$ cat config.mk
export PLATFORM = sky130hd
export DESIGN_NAME = bus_tier_arbiter
export DESIGN_NICKNAME = d
export VERILOG_FILES = /design/src/rtl/arb_tier_pkg.sv /design/src/rtl/arb_rr_pick.sv /design/src/rtl/arb_tier_sel.sv /design/src/rtl/bus_tier_arbiter.sv
export SDC_FILE = /design/constraint.sdc
export NUM_CORES = 1
export LEC_CHECK = 0
export ABC_AREA = 1
export BUFFER_PORTS_ARGS = -buffer_cell sky130_fd_sc_hd__buf_4
export CORE_MARGIN = 3
export CORE_UTILIZATION = 57
export DETAILED_ROUTE_END_ITERATION = 12
export PLACE_DENSITY = 0.79
export SLEW_MARGIN = 30
export SYNTH_ARGS = -nofsm -noshare
export SYNTH_HDL_FRONTEND = slang
export SYNTH_SLANG_ARGS = --single-unit
$ cat constraint.sdc
create_clock -name clk -period 4.4 [get_ports clk]
set_input_delay 0.66 -clock clk [delete_from_list [all_inputs] [get_ports clk]]
set_output_delay 0.66 -clock clk [all_outputs]
set_load 0.02 [all_outputs]
$ cat src/rtl/arb_tier_pkg.sv
package arb_tier_pkg;

    localparam int unsigned HOST_SLOT = 0;
    localparam int unsigned LINK_SLOT = 1;
    localparam int unsigned FN_BASE   = 2;

    typedef enum logic [1:0] {
        SRC_NONE = 2'd0,
        SRC_HOST = 2'd1,
        SRC_LINK = 2'd2,
        SRC_FN   = 2'd3
    } src_e;

endpackage

$ cat src/rtl/arb_rr_pick.sv
module arb_rr_pick #(
    parameter int unsigned NUM_FN = 4,
    parameter int unsigned PW     = 2
) (
    input  logic [NUM_FN-1:0] fn_req,
    input  logic [PW-1:0]     ptr,
    output logic              hit,
    output logic [PW-1:0]     pick
);

    // Scan from the farthest offset down to zero so that the nearest
    // requester at or after the pointer is the last one assigned.
    always_comb begin
        hit  = 1'b0;
        pick = '0;
        for (int off = int'(NUM_FN) - 1; off >= 0; off--) begin
            int unsigned pos;
            pos = (int'(ptr) + off) % NUM_FN;
            if (fn_req[pos]) begin
                hit  = 1'b1;
                pick = PW'(pos);
            end
        end
    end

endmodule

$ cat src/rtl/arb_tier_sel.sv
module arb_tier_sel
    import arb_tier_pkg::*;
#(
    parameter int unsigned NUM_FN = 4,
    parameter int unsigned PW     = 2,
    parameter int unsigned NREQ   = NUM_FN + 2,
    parameter int unsigned IW     = 3
) (
    input  logic            host_req,
    input  logic            link_req,
    input  logic            fn_hit,
    input  logic [PW-1:0]   fn_pick,
    output logic [NREQ-1:0] win_vec,
    output logic [IW-1:0]   win_idx,
    output src_e            win_src
);

    always_comb begin
        win_vec = '0;
        win_idx = '0;
        win_src = SRC_NONE;
        if (host_req) begin
            win_vec[HOST_SLOT] = 1'b1;
            win_idx            = IW'(HOST_SLOT);
            win_src            = SRC_HOST;
        end else if (link_req) begin
            win_vec[LINK_SLOT] = 1'b1;
            win_idx            = IW'(LINK_SLOT);
            win_src            = SRC_LINK;
        end else if (fn_hit) begin
            win_idx          = IW'(FN_BASE) + IW'(fn_pick);
            win_vec[win_idx] = 1'b1;
            win_src          = SRC_FN;
        end
    end

endmodule

$ cat src/rtl/bus_tier_arbiter.sv
module bus_tier_arbiter
    import arb_tier_pkg::*;
#(
    parameter int unsigned NUM_FN = 4
) (
    input  logic                            clk,
    input  logic                            rst_n,
    input  logic                            host_req,
    input  logic                            link_req,
    input  logic [NUM_FN-1:0]               fn_req,
    input  logic                            xfer_done,
    output logic [NUM_FN+1:0]               grant,
    output logic [$clog2(NUM_FN+2)-1:0]     grant_idx
);

    localparam int unsigned NREQ = NUM_FN + 2;
    localparam int unsigned IW   = $clog2(NREQ);
    localparam int unsigned PW   = (NUM_FN > 1) ? $clog2(NUM_FN) : 1;
    localparam logic [PW-1:0] LAST_FN = PW'(NUM_FN - 1);

    typedef struct packed {
        logic            busy;
        logic [NREQ-1:0] gnt;
        logic [IW-1:0]   idx;
        logic [PW-1:0]   ptr;
    } arb_state_t;

    arb_state_t st_q, st_d;

    logic            fn_hit;
    logic [PW-1:0]   fn_pick;
    logic [NREQ-1:0] win_vec;
    logic [IW-1:0]   win_idx;
    src_e            win_src;

    arb_rr_pick #(
        .NUM_FN (NUM_FN),
        .PW     (PW)
    ) u_rr (
        .fn_req (fn_req),
        .ptr    (st_q.ptr),
        .hit    (fn_hit),
        .pick   (fn_pick)
    );

    arb_tier_sel #(
        .NUM_FN (NUM_FN),
        .PW     (PW),
        .NREQ   (NREQ),
        .IW     (IW)
    ) u_sel (
        .host_req (host_req),
        .link_req (link_req),
        .fn_hit   (fn_hit),
        .fn_pick  (fn_pick),
        .win_vec  (win_vec),
        .win_idx  (win_idx),
        .win_src  (win_src)
    );

    always_comb begin
        st_d = st_q;
        if (st_q.busy) begin
            if (xfer_done) begin
                st_d.busy = 1'b0;
                st_d.gnt  = '0;
                st_d.idx  = '0;
            end
        end else begin
            st_d.busy = (win_src != SRC_NONE);
            st_d.gnt  = win_vec;
            st_d.idx  = win_idx;
            if (win_src == SRC_FN) begin
                st_d.ptr = (fn_pick == LAST_FN) ? '0 : fn_pick + PW'(1);
            end
        end
    end

    always_ff @(posedge clk or negedge rst_n) begin
        if (!rst_n) begin
            st_q <= '0;
        end else begin
            st_q <= st_d;
        end
    end

    assign grant     = st_q.gnt;
    assign grant_idx = st_q.idx;

endmodule

# Word level (Yosys, flattened, before mapping)
# Index checks and enable logic that the tools add are counted.
[classes] n_addsub=5 n_eq_ne=3 mux=33 n_reduce_logical=3 n_bitwise=1 order_cmp=6
[op_table] operator="10-bit two-way mux" count=2
[op_table] operator="2-bit two-way mux" count=8
[op_table] operator="2-bit by 3-bit less-than comparator with 1-bit output, second input constant" count=4
[op_table] operator="1-bit two-way mux" count=12
[op_table] operator="3-bit two-way mux" count=3
[op_table] operator="1-bit binary-select mux with 2-bit select" count=4
[op_table] operator="6-bit two-way mux" count=1
[op_table] operator="5-bit two-way mux" count=1
[op_table] operator="2-bit by 1-bit adder with 2-bit output, second input constant" count=2
[op_table] operator="2-bit adder, second input constant" count=2
[op_table] operator="2-bit equality test, second input constant" count=2
[op_table] operator="3-bit by 4-bit less-than comparator with 1-bit output, second input constant" count=1
[op_table] operator="4-bit two-way mux" count=1
[op_table] operator="2-bit by 2-bit adder with 3-bit output, first input constant" count=1
[op_table] operator="1-bit demux with 3-bit select" count=1
[op_table] operator="3-bit by 1-bit greater-or-equal comparator with 1-bit output, second input constant" count=1
[op_table] operator="2-bit inequality test, second input constant" count=1
[op_table] operator="2-bit AND reduction" count=1
[op_table] operator="2-bit nonzero test" count=1
[op_table] operator="1-bit logical AND" count=1
[op_table] operator="1-bit inverter" count=1
[totals] word_cells=55 reg_bits=12 output_inout_bits=9

# Logic depth before layout (Yosys ltp)
# Gate-level depths: netlist of the first run.
[depth] depth_word=16 depth_mapped=14

# Hierarchy
# From an unflattened synthesis of the first run, not the netlist that was laid out.
[hier_totals] hier_cells=133 hier_area_um2=897.1
[by_module_without_submodules] mod="bus_tier_arbiter" cells_each=65 instances=1 area_per_inst_um2=583.1
[by_module_without_submodules] mod="arb_rr_pick" cells_each=46 instances=1 area_per_inst_um2=212.7
[by_module_without_submodules] mod="arb_tier_sel" cells_each=22 instances=1 area_per_inst_um2=101.3

# Worst setup path after synthesis of the first run
# No wires, ideal clock.
[synth_path] path_type="input port to flip-flop" from="in fn_req[3]" to="reg st_q[1] (netlist bit)" setup_time_ns=0.118 t_arrival_ns=1.583 path_slack_ns=2.699 cell_stages=10 required_time_ns=4.282 cell_sequence="inv_1 > nand2_1 > nand2_2 > o21ai_0 > nand2_1 > nand3_2 > nand2_2 > ha_1 > nand2_1 > o21ai_2"
[synth_between] elab_chain_len=11 elab_cells_between_ends=24
[synth_rtl] item="start: declaration" line_no="bus_tier_arbiter.sv:10" source="input logic [NUM_FN-1:0] fn_req,"
[synth_rtl] item="1-bit binary-select mux with 2-bit select" line_no="arb_rr_pick.sv:19" source="if (fn_req[pos]) begin"
[synth_rtl] item="1-bit two-way mux (implied by the code)" line_no="arb_rr_pick.sv:19"
[synth_rtl] item="1-bit two-way mux (4 in series)" line_no="arb_rr_pick.sv:19"
[synth_rtl] item="2-bit two-way mux" line_no="arb_tier_sel.sv:30" source="end else if (fn_hit) begin"
[synth_rtl] item="2-bit two-way mux" line_no="arb_tier_sel.sv:26" source="end else if (link_req) begin"
[synth_rtl] item="2-bit two-way mux" line_no="arb_tier_sel.sv:22" source="if (host_req) begin"
[synth_rtl] item="2-bit equality test" line_no="bus_tier_arbiter.sv:73" source="if (win_src == SRC_FN) begin"
[synth_rtl] item="2-bit AND reduction (no source line)"
[synth_rtl] item="end signal: assignment" line_no="bus_tier_arbiter.sv:83" source="st_q <= st_d;"
[synth_rtl] item="end: declaration" line_no="bus_tier_arbiter.sv:28" source="arb_state_t st_q, st_d;"
# Parallel ways exist; a longest one is shown, timed or not. The select of a mux whose other input is x is not followed.
# A chain may end at the register's enable or synchronous reset.

# Worst setup path after layout of the first run
[layout_path] from="reg st_q[0] (netlist bit)" to="reg st_q[1] (netlist bit)"
[layout_between] elab_chain_len=12 elab_cells_between_ends=27
[layout_rtl] item="2-bit adder" line_no="arb_rr_pick.sv:18" source="pos = (int'(ptr) + off) % NUM_FN;"
[layout_rtl] item="1-bit binary-select mux with 2-bit select" line_no="arb_rr_pick.sv:19"
[layout_rtl] item="1-bit two-way mux (implied by the code)" line_no="arb_rr_pick.sv:19"
[layout_rtl] item="1-bit two-way mux (4 in series)" line_no="arb_rr_pick.sv:19"
[layout_rtl] item="2-bit two-way mux" line_no="arb_tier_sel.sv:30"
[layout_rtl] item="2-bit two-way mux" line_no="arb_tier_sel.sv:26"
[layout_rtl] item="2-bit two-way mux" line_no="arb_tier_sel.sv:22"
[layout_rtl] item="2-bit equality test" line_no="bus_tier_arbiter.sv:73"
[layout_rtl] item="2-bit AND reduction (no source line)"
# Parallel ways exist; a longest one is shown, timed or not. The select of a mux whose other input is x is not followed.

==> impl_results.md, run 1 <==
* Initial antenna violation count at 0
* Clock root buffer: clkbuf_4
* Seq/Total Area, Yosys at 0.3395
* Total power at 0.5831 mW
* Final hold viol count at 0
* CTS Sinks at 12
* Ports at 18
* Number of H-tree levels at 1
* Final Instance Area at 988.4 um^2
* Syn nets at 136
* Final min period at 1.771 ns
* Syn. warnings at 0
* Die footprint at 0.002061 mm^2
* Crit Path Category: flip-flop to flip-flop
* Largest net degree at the start of global routing at 13
* Synth cell types at 17
* Area Overhead vs Synth at 11.74%
* Leak at 0.5873 nW
* Avg Cell Area, Syn at 7.192 um^2
* Fmax at 0.5645 GHz
* Row Count at 13
* RSZ-0062 raised after global routing: no
* Crit path required time at 4.57 ns
* Mapped Area at 884.6 um^2
* Clock-pin slew on the worst setup and hold paths at 0.08 ns
* Least-Margin Pin Slew at 0.5454 ns
* Clock Latency Late Sink at 0.27 ns
* Vias in the first global route at 697
* Fillers at 131
* Gpl congestion at 0.7948
* Hold Crit Class: primary input to async pin
* Starting Density at 0.6398
* Final ANT Viol Nets at 0
* Global route overflow at 0
* Overall routed net length at 1637 um
* Cell Area, Placed at 952.2 um^2
* Hold Buf Count CTS at 0
* Max-slew headroom at 0.6350
* Yosys reg bits at 12
* Footprint of the multi-input gates at 432.9 um^2
* DRT iter0 DRCs at 16
* Final HPWL DP at 1305 um
* Critical path launch point type: flip-flop
* Final count of negative-setup-slack endpoints at 0
* Min Hold Slack at 0.2060 ns
* TritonCTS clock tree: yes
* Most frequent cells in the layout: nand2_1 (47), buf_4 (17), inv_1 (13)
* Peak supply drop at 382.1 uV
* Post-CTS Repair Setup Buffers at 0
* Setup TNS at 0 ns
* Placeable Area at 0.001383 mm^2
* Slew Limit Fails at 0
* Most common cell after layout, fill and taps aside: nand2_1
* DRT Pass-1 Iters at 4
* Async set or reset register ratio after synthesis at 1.000
* DRC at 0
* Die height at 45.40 um
* Clock buffer depth at 2
* # resized after CTS at 0
* Global-route wire length before repair at 2911 um
* GRT Total Usage at 0.1972
* Cts bufs inserted at 3
* Post-layout net count at 148
* Maximum capacitance violations at 0
* Reg area at 300.3 um^2
* Power Density at 589.9 mW/mm^2
* Clock Skew at 0.005255 ns
* Share of cells above drive strength 1 at 0.3284
* Vias post-DR at 719
* Top FF cell, synth: dfrtp_1
* Die X at 45.40 um
* Syn Inst Count at 123
* Max FO, Critical Path at 10
* Status: complete, no violations
* Vias per cell at 4.826
* Number of antenna diodes at 0
* Crit share post-route at 0.4026
* CP endpoint kind: flip-flop
* Port buffer count at 17
* Post-synth EDFFs at 0
* Final core occ at 0.7149
* Arrival @ worst endpoint at 1.94 ns
* WL/cell at 10.99 um
==> path summary, 6_finish.rpt <==
check | startpoint | endpoint | slack [ns] | cells past startpoint
max in group asynchronous | rst_n | grant[0]$_DFFE_PN0P_ | 4.04 | 1
worst min-delay path | rst_n | st_q[11]$_DFF_PN0_ | 0.21 | 1
worst min register to register | grant[5]$_DFFE_PN0P_ | grant[5]$_DFFE_PN0P_ | 0.48 | 2
worst max register to register | st_q[0]$_DFFE_PN0P_ | st_q[1]$_DFFE_PN0P_ | 2.63 | 10
min in group clk | grant[5]$_DFFE_PN0P_ | grant[5]$_DFFE_PN0P_ | 0.48 | 2
worst max-delay path | st_q[0]$_DFFE_PN0P_ | st_q[1]$_DFFE_PN0P_ | 2.63 | 10
==> area by class of cell <==
class,count,area share
inverters,18,0.07342
well taps,15,0.01899
flip-flops and latches,12,0.3038
multi-input cells,83,0.4380
repair buffers,17,0.1291
clock buffers,4,0.03671
==> state kept, by name (all words and copies together), names as in the netlist <==
signal     flops
st_q           3
grant          6
grant_idx      3
==> cells by family after synthesis <==
kind of cell    Yosys count  share of synthesized area
simple gates             72                     0.3833
buf+inv                  28                     0.1711
flops                    12                     0.3395
compound gates            7                    0.04951
fa+ha+maj                 4                    0.05658
==> power by group <==
part           internal [mW]  total (mW)  switching, mW
registers              0.132       0.164         0.0326
logic                  0.119       0.332          0.213
clock network         0.0503      0.0871         0.0368
==> cells in the mapped netlist (3+ instances only) <==
cell type / instances / share of area
nand2_2: 10 / 0.071
nand3_1: 3 / 0.017
dfrtp_1: 12 / 0.34
o21ai_0: 4 / 0.023
inv_2: 4 / 0.017
nand3_2: 6 / 0.068
ha_1: 4 / 0.057
nor2_1: 5 / 0.021
nand2_1: 47 / 0.20
inv_1: 13 / 0.055
buf_4: 9 / 0.076
==> critical path: stages (launching register included) <==
cell and delay (ns):
dfrtp_1 0.60, nand2_1 0.17, nand3_2 0.13, nand2_1 0.07, inv_2 0.06, nand2_1 0.06, nand3_2 0.07, nand2_2 0.09
ha_1 0.30, nand2_1 0.08, o21ai_2 0.05
==> per-layer routing <==
metal	wire length [um]	track usage	vias up
li1	-	-	383
met1	702	0.2450	310
met2	808	0.3287	22
met3	98	0.02372	4
met4	27	0.1053	0
met5	0	0	-
==> through the flow <==
step / cells / worst slack, ns
2_1_floorplan: 123 / 2.699
4_1_cts: 149 / 2.612
6_report: 149 / 2.629
3_3_place_gp: 145 / 2.527
5_1_grt: 149 / 2.441
3_5_place_dp: 145 / 2.478
Note: power is estimated with default switching activity, not from simulation.
==> run 2, diff against run 1 <==
ABC_AREA = 0   (was 1)
CORE_UTILIZATION = 49   (was 57)
PLACE_DENSITY = 0.72   (was 0.79)
clock period = 1.8 ns   (was 4.4 ns; I/O delays follow)
==> impl_results.md, run 2 <==
* Crit Path Category: flip-flop to flip-flop
* Critical path launch point type: flip-flop
* Main combinational cell family by area after synthesis: compound AO/OA/AOI/OAI gates
* Share of cells above drive strength 1 at 0.3421
* Synth Area in Adders at 0.07463
* Cell-internal power at 0.5718 mW
* Clock Latency Late Sink at 0.28 ns
* Sequential share of power at 0.420
* Final ANT Viol Nets at 0
* Gpl congestion at 0.7028
* Switching share of power at 0.3075
* Post-synthesis xor/xnor area fraction at 0
* Clock share of power at 0.258
* Hold path startpoint: xfer_done
* Global route overflow at 0
* Port buffer count at 17
* Post-synth EDFFs at 0
* # resized after CTS at 0
* R2R depth at 4
* Sw power at 0.2539 mW
* Crit-path cells: a21oi_1 > o32a_2 > ha_1 > mux2_4
* Placeable Area at 0.001186 mm^2
* Max-slew headroom at 0.5912
* Vias post-DR at 479
* Number of H-tree levels at 1
* Avg Cell Area, Syn at 10.65 um^2
* Yosys reg bits at 12
* Row Count at 12
* Synth Area in Compound Gates at 0.1791
* Area leader, netlist: dfrtp_1
* Syn. warnings at 0
* Peak supply drop at 484.8 uV
* Die height at 43.00 um
* Slew Limit Fails at 0
* TritonCTS clock tree: yes
* DRC at 0
* RSZ-0062 raised after global routing: no
* Final count of negative-setup-slack endpoints at 0
* Max FO, Critical Path at 5
* Die footprint at 0.001849 mm^2
* Synth top area share at 0.4478
* Leak at 0.4176 nW
* Setup TNS at 0 ns
* Area Overhead vs Synth at 18.47%
* R2r startpoint: st_q[1]$_DFFE_PN0P_
* Max reg flops at 6
* Syn Inst Count at 63
* Starting Density at 0.5654
* Hold EP: st_q[11]$_DFF_PN0_
* Worst r2r dst: st_q[1]$_DFFE_PN0P_
* Status: complete, no violations
* Top post-synthesis cells by count: dfrtp_1 (12), buf_4 (9), a22o_1 (6), inv_1 (6)
* Clock Skew at 0.007410 ns
* Die X at 43.00 um
* Top FF cell, synth: dfrtp_1
* Final core occ at 0.6698
* Async set or reset register ratio after synthesis at 1.000
* Top-count cell post-synth: dfrtp_1
* Crit path required time at 1.97 ns
* Synth area leaders: dfrtp_1 (45%), buf_4 (10%), a22o_1 (7.8%)
* Clock-pin slew on the worst setup and hold paths at 0.08 ns
* DRT iter0 DRCs at 11
* Ports at 18
* DRT Pass-1 Iters at 5
* GRT Total Usage at 0.1518
* Post-layout net count at 90
* Final HPWL DP at 960.1 um
* Mapped Area at 670.6 um^2
* Total power at 0.8257 mW
* Fmax at 0.6301 GHz
* Crit share post-route at 0.8817
* Clock root buffer: clkbuf_4
* Clock buffer depth at 2
* CP max stage delay at 0.43 ns
* Initial antenna violation count at 0
* Fillers at 98
* Largest net degree at the start of global routing at 13
* Syn nets at 76
* Cts bufs inserted at 3
* Global-route wire length before repair at 1994 um
* WL/cell at 13.64 um
* Arrival @ worst endpoint at 1.75 ns
* Final min period at 1.587 ns
* R2R setup slack at 0.21 ns
* Hold path depth at 2
* Multiplexer area fraction after synthesis at 0.04478
* Vias in the first global route at 479
* Simple-gate share of the synthesized area at 0.09701
* Most frequent cells in the layout: buf_4 (19), dfrtp_1 (12), inv_1 (6), a22o_1 (6)
* Final hold viol count at 0
* CTS Sinks at 12
* Overall routed net length at 1228 um
* Hold Crit Class: primary input to flip-flop
* Vias per cell at 5.322
* Synth cell types at 21
* Least-Margin Pin Slew at 0.6119 ns
* Most common cell after layout, fill and taps aside: buf_4
* CP endpoint kind: flip-flop
* Power Density at 1039 mW/mm^2
* Logic pwr share at 0.322
* Number of antenna diodes at 0
* Slowest CP cell: o32a_2
* Seq/Total Area, Yosys at 0.4478
* Maximum capacitance violations at 0
[run 2: cell types whose count changed after synthesis, moves of 3 or more]
cell and change:
nand2_1 -45, nand2_2 -10, inv_1 -7, nand3_2 -6, a22o_1 +5, inv_2 -4, nor2b_1 +4, nand3_1 -3
nor2_1 -3
[run 2: worst max-delay path, delay by kind of cell, from the launching register on]
kind,cells,cell delay (ns)
multiplexers,1,0.25
flip-flops,1,0.42
AO/OA/AOI/OAI,2,0.52
adder cells (fa/ha/maj),1,0.29
[run 2: what timing repair did]
| item | in CTS | in global routing |
|---|---|---|
| setup buffers | 0 | 0 |
| endpoints found under the hold margin | 12 | 0 |
| setup endpoints to repair | 0 | 0 |
| hold buffers | 1 | 0 |
[run 2: final cells by class]
| class | count | area [um^2] | share of cell area |
|---|---|---|---|
| flip-flops and latches | 12 | 300.3 | 0.3780 |
| multi-input cells | 34 | 265.3 | 0.3339 |
| repair buffers | 20 | 152.6 | 0.1921 |
| clock buffers | 4 | 36.28 | 0.04567 |
| inverters | 6 | 22.52 | 0.02835 |
| well taps | 14 | 17.52 | 0.02205 |
[run 2: worst max path at each step]
stage / startpoint / end / depth (start not counted)
finish: st_q[1]$_DFFE_PN0P_ / st_q[1]$_DFFE_PN0P_ / 4
global route: st_q[0]$_DFFE_PN0P_ / st_q[1]$_DFFE_PN0P_ / 6
CTS: st_q[1]$_DFFE_PN0P_ / st_q[1]$_DFFE_PN0P_ / 4
detailed placement: fn_req[2] / st_q[1]$_DFFE_PN0P_ / 7
global placement: fn_req[2] / st_q[1]$_DFFE_PN0P_ / 6
floorplan: fn_req[2] / st_q[1]$_DFFE_PN0P_ / 6
[run 2: kinds of logic (layout without fill, tap and decap cells)]
family / after synthesis / count (layout)
and+or+nand+nor: 12 / 12
muxes: 2 / 2
adders and majority gates: 4 / 4
buffers and inverters: 17 / 30
AOI/OAI and AO/OA: 16 / 16
DFF: 12 / 12
[run 2: stage by stage]
stage                     setup WS (ns)  instance area, um^2  hold slack (ns)  std cells
after detailed placement         0.1184                748.2           0.1180         85
final                            0.2129                794.5           0.2031         90
after floorplan                  0.2599                670.6         -0.02559         63
after global placement           0.1443                748.2           0.1155         85
after CTS                        0.2127                794.5           0.1917         90
after global routing             0.1533                794.5           0.1824         90
[run 2: layer usage]
layer | global-route usage | share of wire | vias to the layer above
li1 | - | - | 231
met1 | 0.1500 | 0.39 | 224
met2 | 0.2605 | 0.52 | 22
met3 | 0.05085 | 0.077 | 2
met4 | 0.1084 | 0.011 | 0
met5 | 0 | 0 | -
[run 2: power by group through the flow]
stage	Clock (mW)	Combinational (mW)	Sequential (mW)
floorplan	0	0.198	0.340
global placement	0	0.257	0.349
detailed placement	0	0.270	0.349
CTS	0.221	0.271	0.346
global route	0.233	0.297	0.351
finish	0.213	0.266	0.347
==> run 3, diff against run 2 <==
CORE_UTILIZATION = 51   (was 49)
PLACE_DENSITY = 0.77   (was 0.72)
SYNTH_HIERARCHICAL = 1   (was unset)
==> impl_results.md, run 3 <==
* Final ANT Viol Nets at 0
* Top post-synthesis cells by count: dfrtp_1 (12), buf_4 (10), a22o_1 (9), nor2_1 (9), a21oi_1 (3)
* Post-CTS Repair Setup Buffers at 0
* Met3 usage at 0.03659
* Row Count at 13
* Crit share post-route at 0.9370
* Total power at 0.8269 mW
* Placeable Area at 0.001334 mm^2
* Max reg flops at 6
* Most common cell after layout, fill and taps aside: buf_4
* Fmax at 0.5929 GHz
* Area leader, netlist: dfrtp_1
* Starting Density at 0.5600
* Overall routed net length at 1246 um
* Critical path launch point type: flip-flop
* Top FF cell, synth: dfrtp_1
* Maximum capacitance violations at 0
* Clock root buffer: clkbuf_4
* Async set or reset register ratio after synthesis at 1.000
* Syn Inst Count at 67
* Ports at 18
* Top-count cell post-synth: dfrtp_1
* Slew Limit Fails at 0
* R2R setup slack at 0.11 ns
* Final count of negative-setup-slack endpoints at 0
* Busiest grt layer: met1
* Die footprint at 0.001960 mm^2
* Max-slew headroom at 0.7337
* Vias per cell at 5.269
* Synth top area share at 0.4020
* Crit path required time at 1.96 ns
* Number of H-tree levels at 1
* Peak supply drop at 437.7 uV
* Crit Path Category: flip-flop to flip-flop
* Synth area leaders: dfrtp_1 (40%), a22o_1 (11%), buf_4 (10%)
* Post-synth EDFFs at 0
* Max FO, Critical Path at 7
* DP Cell Count at 89
* Vias post-DR at 490
* Share of cells above drive strength 1 at 0.3974
* WL/cell at 13.40 um
* Seq/Total Area, Yosys at 0.4020
* Final hold viol count at 0
* Routing usage on met1 at 0.2172
* Die X at 44.27 um
* Largest net degree at the start of global routing at 13
* Status: complete, no violations
* Area Overhead vs Synth at 14.07%
* Arrival @ worst endpoint at 1.84 ns
* Syn nets at 77
* Fillers at 120
* Power Density at 970.4 mW/mm^2
* Setup TNS at 0 ns
* Clock Latency Late Sink at 0.27 ns
* Number of antenna diodes at 0
* Met2 GRT Util at 0.1890
* Final HPWL DP at 935.6 um
* Synth cell types at 25
* Gpl congestion at 0.7895
* Yosys reg bits at 12
* Clock buffer depth at 2
* Least-Margin Pin Slew at 0.3988 ns
* Mapped Area at 747.0 um^2
* Die height at 44.27 um
* Vias in the first global route at 444
* Port buffer count at 17
* RSZ-0062 raised after global routing: no
* DRC at 0
* DP Worst Slack at 0.1257 ns
* Post-layout net count at 90
* Final worst slack at 0.1134 ns
* Global-route wire length before repair at 2056 um
* Syn. warnings at 6
* Hold Crit Class: primary input to flip-flop
* Global route overflow at 0
* Final min period at 1.687 ns
* Final Non-Filler Cells at 93
* Initial antenna violation count at 0
* CTS Sinks at 12
* CP endpoint kind: flip-flop
* Most frequent cells in the layout: buf_4 (18), dfrtp_1 (12), a22o_1 (9), nor2_1 (9)
* GRT Total Usage at 0.1500
* Final core occ at 0.6388
* DRT Pass-1 Iters at 3
* Clock Skew at 0.004169 ns
* Leak at 0.4501 nW
* Clock-pin slew on the worst setup and hold paths at 0.07 ns
* DRT iter0 DRCs at 11
* Cts bufs inserted at 3
* Avg Cell Area, Syn at 11.15 um^2
* TritonCTS clock tree: yes
run 3: cell count changes in the layout (fill, tap and decap cells not counted), sizes merged, moves of 2 or more:
| cell | change |
|---|---|
| nor2 | +7 |
| o21ai | -3 |
| ha | -3 |
| inv | -4 |
| and2b | +2 |
| a22o | +3 |
| a211oi | +2 |
| a22oi | -2 |
| nor2b | -3 |
| and2 | +2 |
run 3: worst max-delay path: stages (launching register included):
cell and delay, ns:
dfrtp_1 0.45, mux2i_1 0.15, a211oi_2 0.41, ha_1 0.30
mux2_4 0.26
run 3: cells by family after synthesis:
kind of cell	count (synthesis)	share of synthesized area
mux	3	0.05360
compound gates	15	0.1625
flops	12	0.4020
fa+ha+maj	1	0.01675
buf+inv	13	0.1256
simple gates	23	0.2395
run 3: layout make-up:
class,instances,area (um^2),area share
well taps,15,18.77,0.02203
flip-flops and latches,12,300.3,0.3524
clock buffers,3,22.52,0.02643
multi-input cells,42,357.8,0.4200
inverters,2,7.507,0.008811
repair buffers,19,145.1,0.1703
run 3: what timing repair did:
item	in CTS	in global routing
hold buffers	1	0
setup endpoints to repair	0	4
gates resized for setup	0	1
hold endpoints to repair	12	0
run 3: final timing paths:
check | startpoint | end | depth (start not counted)
setup / recovery | st_q[1]$_DFFE_PN0P_ | st_q[1]$_DFFE_PN0P_ | 4
max in group asynchronous | rst_n | grant[5]$_DFFE_PN0P_ | 2
hold reg to reg | grant_idx[0]$_DFFE_PN0P_ | grant_idx[0]$_DFFE_PN0P_ | 1
hold / removal | xfer_done | st_q[11]$_DFF_PN0_ | 2
min in group asynchronous | rst_n | grant[0]$_DFFE_PN0P_ | 2
setup reg to reg | st_q[1]$_DFFE_PN0P_ | st_q[1]$_DFFE_PN0P_ | 4
run 3: routing by layer:
layer  vias to the layer above  routed length [um]
met3                         2                  65
li1                        252                   -
met2                        10                 554
met1                       226                 615
met4                         0                  10
met5                         -                   0
run 3: stage by stage:
step	hold WS (ns)	cell area [um^2]
final	0.1970	852.1
after global routing	0.2082	852.1
after detailed placement	0.1200	814.5
after global placement	0.1185	814.5
after CTS	0.1865	847.1
after floorplan	-0.02559	747.0
run 3: report_power, final:
part	internal, mW	switching (mW)
registers	0.311	0.0458
clock network	0.0773	0.0842
logic	0.173	0.136
total	0.561	0.266
